$ cat src/rtl/sram_ctl_pkg.sv
package sram_ctl_pkg;

  typedef enum logic [2:0] {
    PH_IDLE,
    PH_SETUP,
    PH_LEAD,
    PH_STROBE,
    PH_PITCH,
    PH_TRAIL,
    PH_HOLD
  } phase_e;

  // chip select is active in every phase between setup and hold
  function automatic logic cs_phase(input phase_e p);
    return (p == PH_LEAD) || (p == PH_STROBE) || (p == PH_PITCH) || (p == PH_TRAIL);
  endfunction

endpackage

$ cat src/rtl/sram_sync2.sv
module sram_sync2 #(
  parameter logic RST_VAL = 1'b0
) (
  input  logic clk,
  input  logic arst_n,
  input  logic d,
  output logic q
);
  logic s1_q, s2_q;

  always_ff @(posedge clk or negedge arst_n) begin
    if (!arst_n) begin
      s1_q <= RST_VAL;
      s2_q <= RST_VAL;
    end else begin
      s1_q <= d;
      s2_q <= s1_q;
    end
  end

  assign q = s2_q;
endmodule

$ cat src/rtl/sram_lane_gen.sv
module sram_lane_gen #(
  parameter int LANES = 8
) (
  input  logic [$clog2(LANES)-1:0] addr_lo,
  input  logic [1:0]               size,
  input  logic [1:0]               bus_w,
  output logic [LANES-1:0]         mask
);
  localparam int OFF_W = $clog2(LANES);
  localparam int LW    = OFF_W + 1;

  logic [1:0]    eff_size;
  logic [LW-1:0] n_bytes;
  logic [LW-1:0] b_bytes;
  logic [LW-1:0] offset;

  always_comb begin
    eff_size = (size > bus_w) ? bus_w : size;
    n_bytes  = LW'(1) << eff_size;
    b_bytes  = LW'(1) << bus_w;
    offset   = {1'b0, addr_lo} & ~(n_bytes - LW'(1)) & (b_bytes - LW'(1));
  end

  for (genvar i = 0; i < LANES; i++) begin : g_lane
    assign mask[i] = (LW'(i) >= offset) && (LW'(i) < (offset + n_bytes)) && (LW'(i) < b_bytes);
  end
endmodule

$ cat src/rtl/sram_phase_seq.sv
module sram_phase_seq
  import sram_ctl_pkg::*;
#(
  parameter int MAX_WAIT = 25,
  parameter int BEATS    = 4,
  parameter int CNT_W    = $clog2(MAX_WAIT + 1)
) (
  input  logic             clk,
  input  logic             rst_n,
  input  logic             start,
  input  logic             is_write,
  input  logic             burst,
  input  logic [2:0]       setup_len,
  input  logic [2:0]       rd_dly,
  input  logic [2:0]       wr_dly,
  input  logic [CNT_W-1:0] wait_len,
  input  logic [2:0]       neg_len,
  input  logic [2:0]       hold_len,
  input  logic [2:0]       pitch_len,
  input  logic             bs_two,
  input  logic             rdy_wait_n,
  output phase_e           phase_o,
  output logic             strobe_end_o,
  output logic             step_o,
  output logic             finish_o,
  output logic             bs_active_o
);
  localparam int BEAT_W = $clog2(BEATS + 1);

  phase_e            phase_q, phase_d;
  logic [CNT_W-1:0]  cnt_q, cnt_d;
  logic [BEAT_W-1:0] beat_q, beat_d;
  logic [1:0]        bs_q, bs_d;

  logic [2:0]       dly;
  logic [CNT_W-1:0] w_eff;
  logic             last_beat;
  logic             strb_exit;
  phase_e           lead_ph;
  logic [CNT_W-1:0] lead_cnt;

  always_comb begin
    dly       = is_write ? wr_dly : rd_dly;
    w_eff     = (wait_len > CNT_W'(MAX_WAIT)) ? CNT_W'(MAX_WAIT) : wait_len;
    last_beat = !burst || (beat_q == BEAT_W'(BEATS - 1));
    strb_exit = (phase_q == PH_STROBE) && (cnt_q == '0) && !((w_eff != '0) && rdy_wait_n);
    if (dly != 3'd0) begin
      lead_ph  = PH_LEAD;
      lead_cnt = CNT_W'(dly) - CNT_W'(1);
    end else begin
      lead_ph  = PH_STROBE;
      lead_cnt = w_eff;
    end
  end

  // next-state process
  always_comb begin
    phase_d  = phase_q;
    cnt_d    = cnt_q;
    beat_d   = beat_q;
    finish_o = 1'b0;
    step_o   = 1'b0;
    case (phase_q)
      PH_IDLE: begin
        if (start) begin
          beat_d = '0;
          if (setup_len != 3'd0) begin
            phase_d = PH_SETUP;
            cnt_d   = CNT_W'(setup_len) - CNT_W'(1);
          end else begin
            phase_d = lead_ph;
            cnt_d   = lead_cnt;
          end
        end
      end
      PH_SETUP: begin
        if (cnt_q == '0) begin
          phase_d = lead_ph;
          cnt_d   = lead_cnt;
        end else begin
          cnt_d = cnt_q - CNT_W'(1);
        end
      end
      PH_LEAD: begin
        if (cnt_q == '0) begin
          phase_d = PH_STROBE;
          cnt_d   = w_eff;
        end else begin
          cnt_d = cnt_q - CNT_W'(1);
        end
      end
      PH_STROBE: begin
        if (cnt_q != '0) begin
          cnt_d = cnt_q - CNT_W'(1);
        end else if (strb_exit) begin
          if (!last_beat) begin
            beat_d = beat_q + BEAT_W'(1);
            step_o = 1'b1;
            if (pitch_len != 3'd0) begin
              phase_d = PH_PITCH;
              cnt_d   = CNT_W'(pitch_len) - CNT_W'(1);
            end else begin
              phase_d = PH_STROBE;
              cnt_d   = w_eff;
            end
          end else if (neg_len != 3'd0) begin
            phase_d = PH_TRAIL;
            cnt_d   = CNT_W'(neg_len) - CNT_W'(1);
          end else if (hold_len != 3'd0) begin
            phase_d = PH_HOLD;
            cnt_d   = CNT_W'(hold_len) - CNT_W'(1);
          end else begin
            phase_d  = PH_IDLE;
            finish_o = 1'b1;
          end
        end
      end
      PH_PITCH: begin
        if (cnt_q == '0) begin
          phase_d = PH_STROBE;
          cnt_d   = w_eff;
        end else begin
          cnt_d = cnt_q - CNT_W'(1);
        end
      end
      PH_TRAIL: begin
        if (cnt_q == '0) begin
          if (hold_len != 3'd0) begin
            phase_d = PH_HOLD;
            cnt_d   = CNT_W'(hold_len) - CNT_W'(1);
          end else begin
            phase_d  = PH_IDLE;
            finish_o = 1'b1;
          end
        end else begin
          cnt_d = cnt_q - CNT_W'(1);
        end
      end
      PH_HOLD: begin
        if (cnt_q == '0) begin
          phase_d  = PH_IDLE;
          finish_o = 1'b1;
        end else begin
          cnt_d = cnt_q - CNT_W'(1);
        end
      end
      default: phase_d = PH_IDLE;
    endcase
  end

  // bus-start length counter, loaded when chip select is about to fall
  always_comb begin
    bs_d = bs_q;
    if (cs_phase(phase_d) && !cs_phase(phase_q)) begin
      bs_d = (bs_two && (dly != 3'd0)) ? 2'd2 : 2'd1;
    end else if (bs_q != 2'd0) begin
      bs_d = bs_q - 2'd1;
    end
  end

  // register process
  always_ff @(posedge clk or negedge rst_n) begin
    if (!rst_n) begin
      phase_q <= PH_IDLE;
      cnt_q   <= '0;
      beat_q  <= '0;
      bs_q    <= '0;
    end else begin
      phase_q <= phase_d;
      cnt_q   <= cnt_d;
      beat_q  <= beat_d;
      bs_q    <= bs_d;
    end
  end

  assign phase_o      = phase_q;
  assign strobe_end_o = strb_exit;
  assign bs_active_o  = (bs_q != 2'd0);


  bs_in_cs_chk: assert property (@(posedge clk) disable iff (!rst_n)
    (bs_q != 2'd0) |-> cs_phase(phase_q));


  wait0_no_stretch_chk: assert property (@(posedge clk) disable iff (!rst_n)
    (phase_q == PH_STROBE && cnt_q == '0 && w_eff == '0)
      |=> (phase_q != PH_STROBE || beat_q != $past(beat_q)));


  rdy_stretch_chk: assert property (@(posedge clk) disable iff (!rst_n)
    (phase_q == PH_STROBE && cnt_q == '0 && w_eff != '0 && rdy_wait_n)
      |=> (phase_q == PH_STROBE && cnt_q == '0));
endmodule

$ cat src/rtl/sram_cycle_ctrl.sv
module sram_cycle_ctrl
  import sram_ctl_pkg::*;
#(
  parameter int ADDR_W   = 29,
  parameter int DATA_W   = 64,
  parameter int MAX_WAIT = 25,
  parameter int BEATS    = 4
) (
  input  logic              clk,
  input  logic              rst_n,
  input  logic              req_valid,
  output logic              req_ready,
  input  logic              req_write,
  input  logic [ADDR_W-1:0] req_addr,
  input  logic [1:0]        req_size,
  input  logic [DATA_W-1:0] req_wdata,
  output logic              done,
  output logic              rd_beat_valid,
  output logic [DATA_W-1:0] rd_data,
  input  logic [2:0]        cfg_area,
  input  logic [1:0]        cfg_bus_w,
  input  logic [2:0]        cfg_setup,
  input  logic [2:0]        cfg_rd_dly,
  input  logic [2:0]        cfg_wr_dly,
  input  logic [4:0]        cfg_wait,
  input  logic [2:0]        cfg_neg_dly,
  input  logic [2:0]        cfg_hold,
  input  logic              cfg_bs_two,
  input  logic              cfg_burst_rom,
  input  logic [2:0]        cfg_pitch,
  output logic [ADDR_W-1:0] bus_addr,
  output logic              bus_cs_n,
  output logic              bus_rd_n,
  output logic [7:0]        bus_we_n,
  output logic              bus_bs_n,
  output logic [DATA_W-1:0] bus_dout,
  output logic              bus_doe,
  input  logic [DATA_W-1:0] bus_din,
  input  logic              bus_rdy_n
);
  localparam int LANES = DATA_W / 8;
  localparam int OFF_W = $clog2(LANES);
  localparam int LW    = OFF_W + 1;
  localparam int CNT_W = $clog2(MAX_WAIT + 1);

  logic rst_int_n;
  logic rdy_wait_n;

  sram_sync2 #(.RST_VAL(1'b0)) u_rst_sync (
    .clk(clk), .arst_n(rst_n), .d(1'b1), .q(rst_int_n)
  );

  sram_sync2 #(.RST_VAL(1'b0)) u_rdy_sync (
    .clk(clk), .arst_n(rst_int_n), .d(bus_rdy_n), .q(rdy_wait_n)
  );

  phase_e             phase;
  logic               strobe_end, step, finish, bs_active;
  logic               idle, hit, accept, start;
  logic               seq_write, seq_burst;
  logic [LANES-1:0]   lane_mask;

  logic [ADDR_W-1:0]  addr_q, addr_d;
  logic [DATA_W-1:0]  wdata_q, wdata_d;
  logic [DATA_W-1:0]  rdata_q, rdata_d;
  logic [LANES-1:0]   mask_q, mask_d;
  logic               write_q, write_d;
  logic               burst_q, burst_d;
  logic               done_q, done_d;
  logic               beat_v_q, beat_v_d;
  logic [ADDR_W-1:0]  bus_step;

  assign idle      = (phase == PH_IDLE);
  assign hit       = (req_addr[ADDR_W-1 -: 3] == cfg_area);
  assign req_ready = idle && !done_q;
  assign accept    = req_valid && req_ready;
  assign start     = accept && hit;
  assign seq_write = idle ? req_write : write_q;
  assign seq_burst = idle ? (cfg_burst_rom && !req_write) : burst_q;
  assign bus_step  = ADDR_W'(LW'(1) << cfg_bus_w);

  sram_lane_gen #(.LANES(LANES)) u_lanes (
    .addr_lo(req_addr[OFF_W-1:0]),
    .size   (req_size),
    .bus_w  (cfg_bus_w),
    .mask   (lane_mask)
  );

  sram_phase_seq #(.MAX_WAIT(MAX_WAIT), .BEATS(BEATS), .CNT_W(CNT_W)) u_seq (
    .clk         (clk),
    .rst_n       (rst_int_n),
    .start       (start),
    .is_write    (seq_write),
    .burst       (seq_burst),
    .setup_len   (cfg_setup),
    .rd_dly      (cfg_rd_dly),
    .wr_dly      (cfg_wr_dly),
    .wait_len    (CNT_W'(cfg_wait)),
    .neg_len     (cfg_neg_dly),
    .hold_len    (cfg_hold),
    .pitch_len   (cfg_pitch),
    .bs_two      (cfg_bs_two),
    .rdy_wait_n  (rdy_wait_n),
    .phase_o     (phase),
    .strobe_end_o(strobe_end),
    .step_o      (step),
    .finish_o    (finish),
    .bs_active_o (bs_active)
  );

  // next-state process
  always_comb begin
    addr_d   = addr_q;
    wdata_d  = wdata_q;
    mask_d   = mask_q;
    write_d  = write_q;
    burst_d  = burst_q;
    rdata_d  = rdata_q;
    if (start) begin
      addr_d  = req_addr;
      wdata_d = req_wdata;
      mask_d  = req_write ? lane_mask : '0;
      write_d = req_write;
      burst_d = cfg_burst_rom && !req_write;
    end else if (step) begin
      addr_d = addr_q + bus_step;
    end
    if (strobe_end && !write_q) begin
      rdata_d = bus_din;
    end
    beat_v_d = strobe_end && !write_q;
    done_d   = finish || (accept && !hit);
  end

  // register process
  always_ff @(posedge clk or negedge rst_int_n) begin
    if (!rst_int_n) begin
      addr_q   <= '0;
      wdata_q  <= '0;
      mask_q   <= '0;
      write_q  <= 1'b0;
      burst_q  <= 1'b0;
      rdata_q  <= '0;
      beat_v_q <= 1'b0;
      done_q   <= 1'b0;
    end else begin
      addr_q   <= addr_d;
      wdata_q  <= wdata_d;
      mask_q   <= mask_d;
      write_q  <= write_d;
      burst_q  <= burst_d;
      rdata_q  <= rdata_d;
      beat_v_q <= beat_v_d;
      done_q   <= done_d;
    end
  end

  assign bus_addr      = addr_q;
  assign bus_cs_n      = !cs_phase(phase);
  assign bus_rd_n      = !((phase == PH_STROBE) && !write_q);
  assign bus_we_n      = ((phase == PH_STROBE) && write_q) ? ~mask_q : '1;
  assign bus_bs_n      = !bs_active;
  assign bus_dout      = wdata_q;
  assign bus_doe       = write_q && !idle;
  assign done          = done_q;
  assign rd_beat_valid = beat_v_q;
  assign rd_data       = rdata_q;

  logic [LANES-1:0] lane_ok;
  assign lane_ok = ~({LANES{1'b1}} << (LW'(1) << cfg_bus_w));


  ready_quiet_chk: assert property (@(posedge clk) disable iff (!rst_int_n)
    req_ready |-> (bus_cs_n && bus_rd_n && (bus_we_n == '1)));


  done_pulse_chk: assert property (@(posedge clk) disable iff (!rst_int_n)
    done |=> !done);


  lane_range_chk: assert property (@(posedge clk) disable iff (!rst_int_n)
    ((~bus_we_n) & ~lane_ok) == '0);


  strobe_excl_chk: assert property (@(posedge clk) disable iff (!rst_int_n)
    !(!bus_rd_n && (bus_we_n != '1)));


  strobe_in_cs_chk: assert property (@(posedge clk) disable iff (!rst_int_n)
    (!bus_rd_n || (bus_we_n != '1)) |-> !bus_cs_n);
endmodule

$ cat config.mk
export PLATFORM = sky130hd
export DESIGN_NAME = sram_cycle_ctrl
export DESIGN_NICKNAME = d
export VERILOG_FILES = /design/src/rtl/sram_ctl_pkg.sv /design/src/rtl/sram_sync2.sv /design/src/rtl/sram_lane_gen.sv /design/src/rtl/sram_phase_seq.sv /design/src/rtl/sram_cycle_ctrl.sv
export SDC_FILE = /design/constraint.sdc
export NUM_CORES = 1
export LEC_CHECK = 0
export BUFFER_PORTS_ARGS = -buffer_cell sky130_fd_sc_hd__buf_4
export CAP_MARGIN = 5
export CELL_PAD_IN_SITES_DETAIL_PLACEMENT = 0
export CELL_PAD_IN_SITES_GLOBAL_PLACEMENT = 2
export CORE_ASPECT_RATIO = 0.8
export CORE_MARGIN = 3
export CORE_UTILIZATION = 26
export CTS_CLUSTER_DIAMETER = 100
export DETAILED_ROUTE_END_ITERATION = 7
export GPL_TIMING_DRIVEN = 0
export PLACE_DENSITY = 0.79
export SETUP_SLACK_MARGIN = 0.3
export SLEW_MARGIN = 10
export SYNTH_ARGS = -nofsm -noshare
export SYNTH_HDL_FRONTEND = slang
export SYNTH_SLANG_ARGS = --single-unit
export TNS_END_PERCENT = 30
$ cat constraint.sdc
create_clock -name clk -period 5.99 [get_ports clk]
set_clock_uncertainty 0.05 [all_clocks]
set_input_delay 0.599 -clock clk [delete_from_list [all_inputs] [get_ports clk]]
set_output_delay 0.599 -clock clk [all_outputs]
set_load 0.01 [all_outputs]
# Yosys cells after proc, flatten, opt, wreduce, memory -nomap -nowiden
# Cells that the tools add are included.
# W data, S select, Z words.
# totals
ff_bits	186
in_bits	194
output_inout_bits	172
word_cells	201
# op_classes
addsub	12
n_lt_le_gt_ge	26
eq_ne	18
shift	3
n_mux	57
bitwise_logic	4
reduce_logical	65
# op_table
cell	n
$mux W5	14
$mux W29	2
$mux W3	17
$lt A3 B4 Y1 const A	8
$logic_and A1 B1 Y1	30
$pmux W5 S6	1
$add A29 B29 Y29	1
$shl A1 B2 Y29 const A	1
$sub A3 B1 Y4 const B	5
$pmux W3 S6	1
$ge A3 B4 Y1 const A	4
$lt A1 B4 Y1 const A	4
$lt A2 B4 Y1 const A	4
$mux W8	2
$eq A3 B2 Y1 const B	5
$eq A3 B3 Y1 const B	5
$reduce_bool A3 Y1	5
$mux W1	14
$logic_not A1 Y1	10
$reduce_bool A5 Y1	2
$ge A1 B4 Y1 const A	2
$ge A2 B4 Y1 const A	2
$logic_or A1 B1 Y1	8
$mux W2	4
26 further kinds	34

# Logic depth before layout (Yosys ltp)
# Gate-level depths: netlist (run 1).
# depth
ltp_word	15
mapped_depth	13

# Cells and area by module
# A second synthesis (run 1) with hierarchy kept.
# unflattened
cells_unflattened	1026
area_unflattened_um2	9918.3
# by_module_without_submodules
module	n_inst	cells_each	area_per_inst_um2	seq_area_each_um2
sram_cycle_ctrl	1	672	7164.4	4229.1
sram_phase_seq	1	289	2154.6	325.3
sram_lane_gen	1	61	499.2	0.0
sram_sync2	2	2	50.0	50.0

# Worst setup path after synthesis (run 1)
# OpenSTA, ideal clock, no wires.
# synth_timing
kind	in2reg
from	input cfg_bus_w[1]
to	register mask_q[0]
setup_time_ps	95
arrival_ps	3419
required_ps	5845
slack_ps	2425
stages	13
path_cell_list	inv_1 > ha_1 > nor2b_1 > o21a_1 > o21a_1 > nor4b_1 > ha_1 > fa_1 > xor2_1 > a211oi_1 > mux2i_1 > nor3_1 > o31ai_1
# synth_via
elab_chain_cells	12
# synth_lines
item	line_no	rtl
start: declaration	sram_cycle_ctrl.sv:21	input logic [1:0] cfg_bus_w,
$gt A2 B2 Y1	sram_lane_gen.sv:18	eff_size = (size > bus_w) ? bus_w : size;
$mux W2	sram_lane_gen.sv:18	
$shl A1 B2 Y4	sram_lane_gen.sv:19	n_bytes = LW'(1) << eff_size;
$sub A4 B1 Y4	sram_lane_gen.sv:21	offset = {1'b0, addr_lo} & ~(n_bytes - LW'(1)) & (b_bytes - LW'(1));
$not A4 Y4	sram_lane_gen.sv:21	
$and A3 B4 Y4	sram_lane_gen.sv:21	
$and A4 B4 Y4	sram_lane_gen.sv:21	
$add A4 B4 Y4	sram_lane_gen.sv:25	assign mask[i] = (LW'(i) >= offset) && (LW'(i) < (offset + n_bytes)) && (LW'(i) < b_bytes);
$lt A1 B4 Y1	sram_lane_gen.sv:25	
$logic_and A1 B1 Y1	sram_lane_gen.sv:25	
$logic_and A1 B1 Y1 (*)	sram_lane_gen.sv:25	
$mux W8 (*)	sram_cycle_ctrl.sv:122	mask_d = req_write ? lane_mask : '0;
end signal: assignment	sram_cycle_ctrl.sv:149	mask_q <= mask_d;
end: declaration	sram_cycle_ctrl.sv:66	logic [LANES-1:0] mask_q, mask_d;
# Every way passes the cells marked *; elsewhere a longest branch is shown, timed or not.
# A chain may end at the register's enable or synchronous reset.

# Worst setup path in the final report (run 1)
# Same ends and word-level chain as after synthesis.

==> flow_summary.toml, run 1 <==
[grt]
use_met2_pct = 28.6
grt_util_met3_pct = 4.68
grt_pass1_wl_um = 54300
first_global_vias = 9012
overflow = 0
top_usage_layer = "met2"
grt_max_degree = 50
grt_usage_pct = 17.6
grtUsageMet1_pct = 23.5
grt_antenna_before_repair = 0

[place]
hpwl_um = 28300
dpl_cell_area_um2 = 13200
port_buffers = 364
gp_congestion = 0.866

[clock_tree]
root_buffer = "clkbuf_16"
cts_buffers = 17
clk_latency_ns = 0.45
htree_levels = 4
cts_resized = 0
holdBufCountCts = 1
clock-sinks = 186
clock_path_buffers = 2
clk_pin_slew_worst_paths_ns = 0.09
cts_tree = "built"
cts_setup_buffers = 0

[cells_and_area]
drive_gt1_share_pct = 34.8
final_cell_area_um2 = 13800
mostFrequentLayoutCell = "buf_4"
layout_common_cells = "370 x buf_4, 282 x nand2_1, 185 x dfrtp_1"
num-nets-final = 1638
area_growth_pct = 42.0
diodes = 0

[power]
power_leakage_nw = 6.91
swShare_pct = 39.4
total_power_mw = 5.60
seq_power_share_pct = 36.7
combPwrFrac_pct = 41.8
p_clk_share_pct = 21.5
ir_drop_uv = 190
p_int_mw = 3.40
p_switching_mw = 2.21
power.density_nw_per_um2 = 406

[setup_path]
critPathLaunch = "cfg_bus_w[1]"
rr_worst_depth = 11
r2r-end = "u_seq.cnt_q[3]"
crit_path_end = "mask_q[0]"
worstSetupStartpointType = "primary input"
critPathArrivalTime_ns = 4.34
worstPathRequired_ns = 6.29
rrSetupSlack_ns = 2.01
path_class = "primary input to flop"
path_max_fanout = 6
end_kind = "flop"
reg2reg_from = "u_seq.phase_o[2]"

[logic_synthesis]
synth_nets = 1250
synth_area_per_cell_um2 = 9.47
ys_seq_area_share_pct = 47.9
synth_edf_count = 0
synth_async_sr_flop_share_pct = 100
ys_warn_count = 0
syn_inst = 1027
post_synth_num_cell_types = 77
synth_seq_cells = 186
syn_area_um2 = 9720
ys.flop_type = "dfrtp_1"

[timing]
slew_headroom_pct = 21.3
finalCriticalPeriod_ns = 4.04
hold_viol = 0
finalSetupTns_ns = 0
tightest_slew_ns = 1.18
clock.fmax_mhz = 248
period_share_pct = 67.4
setup_viol = 0
rsz0062_at_grt = "no"
final_max_slew_viol_count = 0

[route]
vias = 9166
ant_nets = 0
routed_wl_um = 36400
routedWlPerCell_um = 19.1
viasPerCell = 4.80
initialDrtViolationCount = 533
drc = 0
firstDrtPassIters = 5

[die]
die_h_um = 179
ios = 366
start_util_pct = 26.7
die_w_um = 222
die_area_um2 = 39800
num_rows = 62
core_region_area_um2 = 36400

[hold_path]
min_path_type = "flop to async pin"

[status]
status = "completed"

[run]
drv_cap = 0
[cells in the mapped netlist (4+ instances only)]
| cell type | n | area (um^2) |
|---|---|---|
| mux2_2 | 67 | 754 |
| nor2b_1 | 11 | 68.8 |
| xnor2_1 | 9 | 78.8 |
| nand4_1 | 4 | 25.0 |
| nand2_1 | 282 | 1060 |
| a21o_1 | 7 | 52.6 |
| nand2b_1 | 11 | 68.8 |
| a211oi_1 | 6 | 45.0 |
| buf_2 | 9 | 45.0 |
| ha_1 | 27 | 338 |
| nor4_1 | 6 | 37.5 |
| o311ai_0 | 12 | 105 |
| nor2_1 | 46 | 173 |
| o211ai_1 | 12 | 90.1 |
| a21oi_1 | 26 | 130 |
| or3_1 | 9 | 56.3 |
| a41oi_1 | 4 | 35.0 |
| o31ai_1 | 8 | 60.1 |
| nand3_1 | 25 | 125 |
| mux2i_1 | 15 | 150 |
| nor3_1 | 16 | 80.1 |
| and3_1 | 14 | 87.6 |
| buf_4 | 6 | 45.0 |
| a32o_1 | 4 | 40.0 |
| dfrtp_1 | 186 | 4650 |
| a31oi_1 | 9 | 56.3 |
| inv_1 | 30 | 113 |
| o21a_1 | 6 | 45.0 |
| and2_1 | 4 | 25.0 |
| clkbuf_1 | 34 | 128 |
| xor2_1 | 8 | 70.1 |
| o21ai_0 | 45 | 225 |
[cells by family (layout without fill, tap and decap cells)]
kind of cell | after synthesis | in the layout | synth area share [%]
xor+xnor | 17 | 17 | 1.53
flops | 186 | 186 | 47.9
simple gates | 448 | 448 | 20.5
mux | 82 | 82 | 9.31
compound gates | 181 | 181 | 13.2
fa+ha+maj | 29 | 29 | 3.89
buf+inv | 83 | 484 | 3.64
other cells | 1 | 1 | 0.0386
[critical path, stage by stage]
cell      delay [ns]
buf_4           0.14
inv_1           0.14
ha_1            0.26
nor2b_1         0.14
o21a_1          0.17
o21a_1          0.21
nor4b_1         0.93
ha_1            0.34
fa_1            0.19
xor2_1          0.34
a211oi_1        0.10
mux2i_1         0.45
nor3_1          0.09
o31ai_1         0.23
[power groups by stage]
stage | clock (mW) | combinational (mW) | sequential [mW]
detailed placement | 0 | 2.37 | 2.08
global placement | 0 | 2.32 | 2.09
finish | 1.20 | 2.35 | 2.05
global route | 1.30 | 2.58 | 2.13
floorplan | 0 | 1.00 | 2.21
CTS | 1.25 | 2.38 | 2.06
[flip-flops by register name (all words and copies together) (netlist names), 2 cells and up]
signal	cells
u_seq.beat_q	3
bus_dout	64
u_seq.cnt_q	5
rd_data	64
bus_addr	29
u_seq.bs_q	2
u_seq.phase_o	3
mask_q	8
[cell type report]
class	count	area (um^2)
plain buffers	53	241
inverters	30	113
well taps	480	601
clock inverters	15	211
fillers	3760	22600
clock buffers	17	425
repair buffers	369	2850
multi-input cells	758	4710
flip-flops and latches	186	4660
[per-layer routing]
metal | vias up | part of all wire [%]
met5 | - | 0
met4 | 0 | 1.7
met2 | 345 | 47
met1 | 4421 | 45
met3 | 43 | 6.7
li1 | 4357 | -
[worst min path at each step]
| stage | endpoint | slack, ns | cells past startpoint | start |
|---|---|---|---|---|
| 2_1_floorplan | u_rst_sync.q | 0.25 | 0 | rst_n |
| 4_1_cts | u_rdy_sync.s1_q | 0.16 | 1 | bus_rdy_n |
| 6_report | rd_data[36] | 0.17 | 0 | u_rst_sync.q |
| 5_1_grt | u_rdy_sync.s1_q | 0.17 | 1 | bus_rdy_n |
| 3_5_place_dp | bus_dout[9] | 0.16 | 0 | u_rst_sync.q |
| 3_3_place_gp | u_rdy_sync.q | 0.29 | 0 | u_rdy_sync.s1_q |
[per-stage QoR]
step | setup slack [ns] | util (%) | cells | hold WS [ns]
final | 1.95 | 37.9 | 1908 | 0.165
after global routing | 1.68 | 37.9 | 1908 | 0.169
after CTS | 2.03 | 37.9 | 1908 | 0.163
after detailed placement | 1.52 | 36.2 | 1875 | 0.157
after global placement | -2.51 | 35.9 | 1871 | 0.286
after floorplan | 0.373 | - | 1027 | 0.253
Note: power is estimated with default switching activity, not from simulation.
==> run 2: changes to the inputs <==
==> constraint.sdc (replaced) <==
create_clock -name clk -period 3.7 [get_ports clk]
set_clock_uncertainty 0.05 [all_clocks]
set_input_delay 0.37 -clock clk [delete_from_list [all_inputs] [get_ports clk]]
set_output_delay 0.37 -clock clk [all_outputs]
set_load 0.01 [all_outputs]
==> run 2 against run 1 <==
Against the previous run:
- non-clock buffer count is 1 higher
- total power increased by 62%
- critical path depth down 3
- combinational power up 62%
- highest routed layer is now met5
==> flow_summary.toml, run 2 (synthesis gave the netlist of run 1 again) <==
[status]
status = "completed"

[grt]
top_usage_layer = "met2"
grt_antenna_before_repair = 2
first_global_vias = 9104
grt_max_degree = 56
grt_usage_pct = 17.5
grtUsageMet1_pct = 23.6
grt_pass1_wl_um = 54200
use_met2_pct = 28.4
grt_util_met3_pct = 4.63
overflow = 0

[die]
ios = 366
die_w_um = 222
die_h_um = 179
start_util_pct = 26.7
num_rows = 62
core_region_area_um2 = 36400
die_area_um2 = 39800

[setup_path]
path_buf_inv = 2
cp_common_cell = "ha_1"
path_max_fanout = 10
worstSetupStartpointType = "flop"
worstPathRequired_ns = 3.99
path_cells = "clkbuf_1 -> nor4b_2 -> nor2_2 -> mux2i_1 -> ha_1 -> ha_1 -> inv_1 -> o311a_1 -> o21ai_0 -> a2111o_1 -> and4_1"
critical_path.max_stage_delay_ns = 0.59
path_class = "flop to flop"
critPathArrivalTime_ns = 3.76
cp_top_family = "simple AND/OR/NAND/NOR gates"
end_kind = "flop"
slowest_stage = "nor4b_2"

[route]
viasPerCell = 4.76
firstDrtPassIters = 5
ant_nets = 0
routed_wl_um = 35600
routedWlPerCell_um = 18.6
vias = 9089
drc = 0
initialDrtViolationCount = 549

[place]
port_buffers = 364
gp_congestion = 0.851
hpwl_um = 27500
placed_cells = 1874

[timing]
slew_headroom_pct = 38.6
tightest_slew_ns = 0.913
clock.fmax_mhz = 288
rsz0062_at_grt = "yes"
period_share_pct = 93.7
setup_viol = 0
hold_viol = 0
finalCriticalPeriod_ns = 3.47
final_max_slew_viol_count = 0

[cells_and_area]
drive_gt1_share_pct = 35.3
postLayoutCoreUtil_pct = 38.0
layout_common_cells = "371 x buf_4, 282 x nand2_1, 185 x dfrtp_1"
mostFrequentLayoutCell = "buf_4"
num-nets-final = 1639
final_cells = 1910
area_growth_pct = 42.4
fillers = 3761

[power]
power.density_nw_per_um2 = 656
power_leakage_nw = 6.93
ir_drop_uv = 307

[clock_tree]
clock_path_buffers = 2
root_buffer = "clkbuf_16"
htree_levels = 4
cts_buffers = 17
clock-sinks = 186
cts_tree = "built"
clk_latency_ns = 0.45
clk_pin_slew_worst_paths_ns = 0.08

[hold_path]
min_path_type = "primary input to flop"

[run]
drv_cap = 0
-- run 2: per-layer routing --
metal	routed length (um)	vias up
li1	-	4366
met3	2470	24
met1	16100	4382
met2	16600	315
met4	359	2
met5	20	-
-- run 2: layout make-up --
cell class	instances	area [um^2]	share of cell area [%]
repair buffers	370	2840	20.5
plain buffers	53	243	1.75
diodes	1	2.50	0.0181
clock buffers	17	425	3.07
multi-input cells	758	4760	34.4
flip-flops and latches	186	4660	33.6
well taps	480	601	4.34
inverters	30	113	0.813
clock inverters	15	201	1.46
-- run 2: final timing paths --
kind | endpoint | slack [ns] | start | cells past startpoint
min in group asynchronous | u_rst_sync.s1_q | 0.19 | rst_n | 2
setup reg to reg | u_seq.cnt_q[3] | 0.23 | u_seq.phase_o[2] | 11
hold reg to reg | rd_data[38] | 0.24 | u_rst_sync.q | 0
max in group asynchronous | u_seq.beat_q[2] | 2.06 | u_rst_sync.q | 3
hold / removal | bus_dout[49] | 0.05 | req_wdata[49] | 3
setup / recovery | u_seq.cnt_q[3] | 0.23 | u_seq.phase_o[2] | 11
-- run 2: repair_timing --
| action | 4_1_cts | 5_1_grt |
|---|---|---|
| hold buffers | 2 | 0 |
| pin swaps | 0 | 0 |
| endpoints found under the hold margin | 3 | 0 |
| gates resized for setup | 5 | 6 |
| endpoints found under the setup margin | 69 | 72 |
| setup buffers | 0 | 1 |
-- run 2: through the flow --
step	TNS (ns)	total power, mW	hold WS, ns	area [um^2]	worst slack, ns
6_report	0	9.08	0.0529	13800	0.232
5_1_grt	0	9.74	0.0253	13800	0.0538
4_1_cts	0	9.20	0.0113	13800	0.293
3_5_place_dp	-2.70	7.17	0.107	13100	-0.518
3_3_place_gp	-161.59	7.11	0.102	13100	-0.902
2_1_floorplan	0	5.19	0.0244	9720	0.364
-- run 2: report_power, final --
group          switching, mW  total, mW  internal, mW
Sequential             0.576       3.33          2.75
Clock                   1.01       1.95         0.942
Combinational           1.98       3.80          1.82
Total                   3.57       9.08          5.51
-- run 2: worst reg2reg max path, delay by kind of cell, from the launching register on --
kind | cells | cell delay (ns)
AOI/OAI and AO/OA | 3 | 0.86
and+or+nand+nor | 3 | 0.87
adders and majority gates | 2 | 0.53
muxes | 1 | 0.18
buffers and inverters | 2 | 0.46
DFF | 1 | 0.41
